`config.mk`:
```
export PLATFORM = sky130hd
export DESIGN_NAME = entropy_seed_csr
export DESIGN_NICKNAME = d
export VERILOG_FILES = /design/src/rtl/seed_pkg.sv /design/src/rtl/seed_cfg_reg.sv /design/src/rtl/seed_access_check.sv /design/src/rtl/seed_word_pack.sv /design/src/rtl/entropy_seed_csr.sv
export SDC_FILE = /design/constraint.sdc
export NUM_CORES = 1
export LEC_CHECK = 0
export BUFFER_PORTS_ARGS = -buffer_cell sky130_fd_sc_hd__buf_2
export CORE_AREA = 2 2 70 72
export CTS_BUF_LIST = sky130_fd_sc_hd__clkbuf_4
export CTS_CLUSTER_DIAMETER = 60
export DETAILED_ROUTE_END_ITERATION = 6
export DIE_AREA = 0 0 72 74
export GPL_TIMING_DRIVEN = 1
export HOLD_SLACK_MARGIN = 0.1
export PLACE_DENSITY_LB_ADDON = 0.15
export SYNTH_ARGS = -nofsm -noshare
export SYNTH_HDL_FRONTEND = slang
export SYNTH_SLANG_ARGS = --single-unit
```
`constraint.sdc`:
```
create_clock -name clk -period 4.45 [get_ports clk]
set_input_delay 1.1125 -clock clk [delete_from_list [all_inputs] [get_ports clk]]
set_output_delay 1.1125 -clock clk [all_outputs]
set_load 0.03 [all_outputs]
```
`src/rtl/seed_pkg.sv`:
```
package seed_pkg;

    localparam int WORD_W   = 32;
    localparam int SAMPLE_W = 16;
    localparam int CSRNUM_W = 12;

    typedef enum logic [1:0] {
        ST_BIST = 2'b00,
        ST_WAIT = 2'b01,
        ST_ES16 = 2'b10,
        ST_DEAD = 2'b11
    } opstat_e;

    typedef enum logic [1:0] {
        PL_USER  = 2'b00,
        PL_SUPER = 2'b01,
        PL_MACH  = 2'b11
    } plevel_e;

    typedef enum logic [1:0] {
        VD_GRANT   = 2'b00,
        VD_ILLEGAL = 2'b01,
        VD_VIRTUAL = 2'b10
    } verdict_e;

    typedef struct packed {
        logic sup_en;
        logic usr_en;
    } seed_cfg_t;

    localparam int CFG_USR_BIT = 8;
    localparam int CFG_SUP_BIT = 9;

    // set/clear forms (funct3[1]=1) with a zero operand only read
    function automatic logic is_read_only(input logic [2:0] f3, input logic [4:0] src);
        return f3[1] && (src == 5'd0);
    endfunction

endpackage

```
`src/rtl/seed_cfg_reg.sv`:
```
module seed_cfg_reg
    import seed_pkg::*;
#(
    parameter int W = 32
) (
    input  logic         clk,
    input  logic         rst,
    input  logic         wr_en,
    input  logic [W-1:0] wdata,
    output seed_cfg_t    cfg,
    output logic [W-1:0] rdata
);
    seed_cfg_t cfg_q;

    always_ff @(posedge clk) begin
        if (rst) begin
            cfg_q <= '0;
        end else if (wr_en) begin
            cfg_q.sup_en <= wdata[CFG_SUP_BIT];
            cfg_q.usr_en <= wdata[CFG_USR_BIT];
        end
    end

    always_comb begin
        rdata              = '0;
        rdata[CFG_SUP_BIT] = cfg_q.sup_en;
        rdata[CFG_USR_BIT] = cfg_q.usr_en;
    end

    assign cfg = cfg_q;
endmodule

```
`src/rtl/seed_access_check.sv`:
```
module seed_access_check
    import seed_pkg::*;
(
    input  logic       ext_enable,
    input  logic [2:0] funct3,
    input  logic [4:0] src,
    input  logic [1:0] priv,
    input  logic       virt_mode,
    input  seed_cfg_t  cfg,
    output verdict_e   verdict
);
    always_comb begin
        verdict = VD_ILLEGAL;
        if (!ext_enable || is_read_only(funct3, src)) begin
            verdict = VD_ILLEGAL;
        end else if (virt_mode) begin
            verdict = cfg.sup_en ? VD_VIRTUAL : VD_ILLEGAL;
        end else begin
            case (plevel_e'(priv))
                PL_MACH:  verdict = VD_GRANT;
                PL_SUPER: verdict = cfg.sup_en ? VD_GRANT : VD_ILLEGAL;
                PL_USER:  verdict = cfg.usr_en ? VD_GRANT : VD_ILLEGAL;
                default:  verdict = VD_ILLEGAL;
            endcase
        end
    end
endmodule

```
`src/rtl/seed_word_pack.sv`:
```
module seed_word_pack
    import seed_pkg::*;
#(
    parameter int W  = 32,
    parameter int SW = 16
) (
    input  logic          grant,
    input  logic          es_valid,
    input  logic [SW-1:0] es_data,
    input  logic          es_fail,
    input  logic          es_bist,
    output logic          take,
    output logic [W-1:0]  word
);
    localparam int ST_LO = W - 2;

    opstat_e st;

    always_comb begin
        if (es_fail)       st = ST_DEAD;
        else if (es_bist)  st = ST_BIST;
        else if (es_valid) st = ST_ES16;
        else               st = ST_WAIT;
    end

    always_comb begin
        word = '0;
        take = 1'b0;
        if (grant) begin
            word[W-1:ST_LO] = st;
            if (st == ST_ES16) begin
                word[SW-1:0] = es_data;
                take         = 1'b1;
            end
        end
    end
endmodule

```
`src/rtl/entropy_seed_csr.sv`:
```
module entropy_seed_csr
    import seed_pkg::*;
#(
    parameter logic [11:0] SEED_ADDR = 12'h015
) (
    input  logic        clk,
    input  logic        rst,
    input  logic        ext_enable,
    input  logic        acc_valid,
    input  logic [11:0] acc_csr_num,
    input  logic [2:0]  acc_funct3,
    input  logic [4:0]  acc_src,
    input  logic [31:0] acc_wdata,
    input  logic [1:0]  priv,
    input  logic        virt_mode,
    input  logic        cfg_wr_en,
    input  logic [31:0] cfg_wdata,
    output logic [31:0] cfg_rdata,
    input  logic        es_valid,
    input  logic [15:0] es_data,
    input  logic        es_fail,
    input  logic        es_bist,
    output logic        es_ready,
    output logic        rsp_valid,
    output logic [31:0] rsp_rdata,
    output logic        rsp_illegal,
    output logic        rsp_virtual
);
    seed_cfg_t     cfg;
    verdict_e      verdict;
    logic          claimed;
    logic          grant;
    logic [31:0]   word;
    logic          wdata_unused;

    assign wdata_unused = ^acc_wdata;
    assign claimed      = acc_valid && (acc_csr_num == SEED_ADDR);
    assign grant        = claimed && (verdict == VD_GRANT);

    seed_cfg_reg #(.W(WORD_W)) u_cfg (
        .clk   (clk),
        .rst   (rst),
        .wr_en (cfg_wr_en),
        .wdata (cfg_wdata),
        .cfg   (cfg),
        .rdata (cfg_rdata)
    );

    seed_access_check u_chk (
        .ext_enable (ext_enable),
        .funct3     (acc_funct3),
        .src        (acc_src),
        .priv       (priv),
        .virt_mode  (virt_mode),
        .cfg        (cfg),
        .verdict    (verdict)
    );

    seed_word_pack #(.W(WORD_W), .SW(SAMPLE_W)) u_pack (
        .grant    (grant),
        .es_valid (es_valid),
        .es_data  (es_data),
        .es_fail  (es_fail),
        .es_bist  (es_bist),
        .take     (es_ready),
        .word     (word)
    );

    always_ff @(posedge clk) begin
        if (rst) begin
            rsp_valid   <= 1'b0;
            rsp_rdata   <= '0;
            rsp_illegal <= 1'b0;
            rsp_virtual <= 1'b0;
        end else begin
            rsp_valid   <= claimed;
            rsp_rdata   <= word;
            rsp_illegal <= claimed && (verdict == VD_ILLEGAL);
            rsp_virtual <= claimed && (verdict == VD_VIRTUAL);
        end
    end
endmodule

```
# Word-level counts from Yosys, hierarchy flattened
# Cells that the tools add are included.
op_classes:
  eq_ne: 6
  mux: 11
  bitwise: 2
  reduce_logical: 12
op_table:
  columns: ["cell", "count"]
  rows:
  - ["12-bit by 5-bit == test with 1-bit output, second input constant", 1]
  - ["2-bit 2-to-1 mux", 6]
  - ["2-bit == test, second input constant", 3]
  - ["2-bit case mux with 3 select lines", 1]
  - ["1-bit logical AND", 5]
  - ["5-bit zero test", 1]
  - ["2-bit by 1-bit == test with 1-bit output, second input constant", 2]
  - ["2-bit zero test", 2]
  - ["1-bit 2-to-1 mux", 4]
  - ["3-bit OR reduction", 1]
  - ["1-bit NOT", 2]
  - ["2-bit OR reduction", 1]
  - ["1-bit zero test", 1]
  - ["1-bit logical OR", 1]
totals:
  register_bits: 37
  inputBits: 111
  out_inout_bits: 68
  elab_cells: 39

# Longest topological paths before layout
logic_depth:
  depth_word: 8
  ltp_mapped: 5
  ltp_nobuf: 3

# Cells and area by module
# From an unflattened synthesis, not the netlist that was laid out.
unflattened:
  cells_unflattened: 164
  hier_area_um2: 1654.1
modules_own_cells:
  columns: ["module", "n_inst", "cells_per_inst", "area_each_um2"]
  rows:
  - ["entropy_seed_csr", 1, 81, 1008.5]
  - ["seed_cfg_reg", 1, 39, 311.5]
  - ["seed_word_pack", 1, 37, 284.0]
  - ["seed_access_check", 1, 7, 50.0]

# Worst setup path before layout
# OpenSTA, ideal clock, no wires.
synth_path:
  kind: "in2out"
  from: "in priv[1]"
  to: "out es_ready"
  t_arrival_ns: 2.719
  required_time_ns: 3.338
  slack_ns: 0.618
  path_stages: 5
  path_buffers: 2
  cell_sequence: "or4b_1 > o211a_1 > buf_6 > buf_6 > nor4_2"
synth_via:
  elab_chain_cells: 7
  word_cells_on_any_way: 9
  cone_classes: "eq/ne: 2; mux: 4; reduce/logical: 3"
synth_rtl:
  columns: ["item", "line", "source"]
  rows:
  - ["start, declared", "entropy_seed_csr.sv:14", "input logic [1:0] priv,"]
  - ["2-bit by 1-bit == test with 1-bit output, or another cell as far along", "seed_access_check.sv:19", "case (plevel_e'(priv))"]
  - ["2-bit case mux with 3 select lines *", "seed_access_check.sv:19", null]
  - ["2-bit 2-to-1 mux *", "seed_access_check.sv:16", "end else if (virt_mode) begin"]
  - ["2-bit 2-to-1 mux *", "seed_access_check.sv:14", "if (!ext_enable || is_read_only(funct3, src)) begin"]
  - ["2-bit zero test *", "entropy_seed_csr.sv:38", "assign grant = claimed && (verdict == VD_GRANT);"]
  - ["1-bit logical AND *", "entropy_seed_csr.sv:38", null]
  - ["1-bit 2-to-1 mux *", "seed_word_pack.sv:29", "if (grant) begin"]
  - ["end, declared", "entropy_seed_csr.sv:23", "output logic es_ready,"]
# Every way passes the cells marked *; elsewhere a longest branch is shown, timed or not.

# Worst setup path after layout
# Ends and elaborated chain as after synthesis.

==> qor.txt <==
dpl cell area -> 1610 µm²
Via density -> 4.44
initial antenna violation count -> 0
RSZ-0062 raised after global routing -> no
grt ovf -> 0
clk slew on worst S/H paths -> 0.13 ns
Final period util -> 0.795
first-pass GRT wire length -> 4570 µm
reg-to-reg slack, setup -> 2.83 ns
# rows -> 25
postcts setup bufs -> 0
fill count -> 500
ANT cells -> 0
crit-path max cell delay -> 0.54 ns
Slew Limit Fails -> 0
IO buf count -> 70
Final Non-Filler Cells -> 263
dpl cells -> 259
Critical Path AT -> 2.42 ns
Reg area -> 460 µm²
fin util -> 0.357
worst hold path class -> flop to flop
Peak Freq -> 283 MHz
Die W -> 72 µm
H-Tree Depth -> 1
Critical-path top delay cell -> or4b_1
vias in the first global route -> 990
Final Hold Violating Endpoints -> 0
Mapped Cells -> 141
Top delay family on crit path -> simple AND/OR/NAND/NOR gates
Hold Crit Depth -> 2
DR WL/cell -> 12.5 µm
root buffer cell -> clkbuf_4
Max FO, Critical Path -> 2
max_cap viols -> 0
R2R depth -> 4
Final #Nets -> 321
Hold Crit Endpoint -> u_cfg.cfg[0]$_SDFFE_PP0P_
pre-CTS WS -> 0.907 ns
clk_lat worst skew -> 0.31 ns
Leak -> 0.762 nW
initial core utilization -> 0.297
RR Endpoint -> rsp_rdata[13]$_SDFF_PP0_
layout cells sized above 1 -> 0.435
final weighted congestion in routability-driven placement -> 0.692
clk buf depth -> 2
final wirelength -> 3280 µm
total iterations of the first detailed-routing run -> 4
Setup Skew -> 0.00971 ns
Area growth, synth to finish -> 20.1%
Final min period -> 3.54 ns
outcome -> complete, no violations
CORE AREA -> 4600 µm²
Design Area, Final -> 1640 µm²
global-route usage over all layers -> 0.112
io pins -> 179
area of the die -> 5330 µm²
setup tns final -> 0 ns
IR Drop Worst-Case VDD -> 0.0898 mV
Avg Cell Area, Syn -> 9.70 µm²
Critical Path RT -> 3.34 ns
Post-CTS Hold Buffers -> 0
Setup CP Type -> input pin to output port
remaining antenna violation count -> 0
initial drt markers -> 39
TritonCTS sink count -> 23
CP Cell Sequence -> buf_2 > or4b_1 > o211a_1 > nor4_2 > buf_2
post-synthesis sequential area ratio -> 0.337
TritonCTS clock tree -> built
hold path startpoint -> u_cfg.cfg[0]$_SDFFE_PP0P_
CTS Buf Count -> 3
via count -> 1,167
largest net degree at the start of global routing -> 23
reg2reg start -> u_cfg.cfg[0]$_SDFFE_PP0P_
yosys warns -> 0
Resize count post-CTS -> 0
multi-input logic area -> 697 µm²
Power Dens Cells -> 255 nW/µm²
Critical Path Sink Type -> output port
commonest non-fill, non-tap cell in the layout -> buf_2
highest-count cells in the layout ignoring fill and taps -> 70 x buf_2, 44 x conb_1, 23 x dfxtp_1, 16 x nand4b_1, 10 x nor4_1
synth unique cells -> 28
most used cell, CP -> buf_2
Residual DRC -> 0
Mapped Area -> 1370 µm²
Buf+Inv Stages, Crit Path -> 2
Setup Viol. Count Final -> 0
final setup margin -> 0.913 ns
Worst Setup Start Kind -> input pin
post-DP HPWL -> 2390 µm
die height -> 74 µm
#FFs+latches synth -> 23
-- Yosys cell counts --
cell type	number	area share
buf_4	44	0.24
dfxtp_1	23	0.34
nand4b_1	16	0.10
nor4_1	10	0.046
nor4_2	9	0.082
clkbuf_1	5	0.014
nor2_1	5	0.014
nand2_1	3	0.0082
o21ai_0	3	0.011
buf_2	2	0.0073
buf_6	2	0.016
mux2i_1	2	0.015
or4b_1	2	0.015
a21oi_1	1	0.0037
a311oi_1	1	0.0064
buf_1	1	0.0027
conb_1	1	0.0027
nand4_1	1	0.0046
nor2b_1	1	0.0046
nor3b_1	1	0.0055
nor3b_2	1	0.0091
nor4_4	1	0.016
nor4b_1	1	0.0064
nor4bb_1	1	0.0073
o211a_1	1	0.0073
o211ai_1	1	0.0055
o31ai_1	1	0.0055
or3_1	1	0.0046
-- registers in the layout, summed over array words and instances (netlist names) --
register     count
rsp_illegal      1
rsp_valid        1
rsp_virtual      1
u_cfg.cfg        2
rsp_rdata       18
-- worst max path at each step --
stage	from	end	depth (start not counted)
global route	acc_csr_num[5]	es_ready	6
detailed placement	priv[1]	es_ready	5
finish	priv[1]	es_ready	5
floorplan	priv[1]	es_ready	5
global placement	acc_csr_num[5]	es_ready	6
CTS	priv[1]	es_ready	5
-- worst register-to-register path, delay by kind of cell (launching register included) --
family / cells / cell delay [ns]
DFF: 1 / 0.38
buffers and inverters: 1 / 0.22
AOI/OAI and AO/OA: 1 / 0.18
and+or+nand+nor: 2 / 0.77
-- report_power, final --
| part | switching [W] | internal (W) | total [W] |
|---|---|---|---|
| sequential | 0.00000114 | 0.000207 | 0.000208 |
| clock | 0.0000630 | 0.0000411 | 0.000104 |
| combinational | 0.0000812 | 0.0000263 | 0.000107 |
-- area by class of cell --
class                   count  share of cell area
flip-flops and latches     23               0.280
well taps                  54              0.0411
clock buffers               4              0.0183
repair buffers             75               0.236
multi-input cells         107               0.424
-- logic make-up (layout without fill, tap and decap cells) --
family,count (synthesis),count (layout),share of synthesized area
buffers and inverters,54,79,0.282
AND/OR/NAND/NOR,53,53,0.325
flip-flops,23,23,0.337
AO/OA/AOI/OAI,8,8,0.0393
multiplexers,2,2,0.0146
other,1,44,0.00274
-- through the flow --
step	hold slack [ns]	total power, W
4_1_cts	0.556	0.000427
3_3_place_gp	0.521	0.000320
5_1_grt	0.570	0.000438
2_1_floorplan	0.641	0.000320
3_5_place_dp	0.519	0.000319
6_report	0.548	0.000420
-- per-layer routing --
metal | routed length [µm] | global-route usage | part of all wire
met1 | 1360 | 0.140 | 0.42
met2 | 1480 | 0.187 | 0.45
met3 | 391 | 0.0271 | 0.12
met4 | 48 | 0.0440 | 0.015
met5 | 0 | 0 | 0
Power figures use the tool's default switching activity.
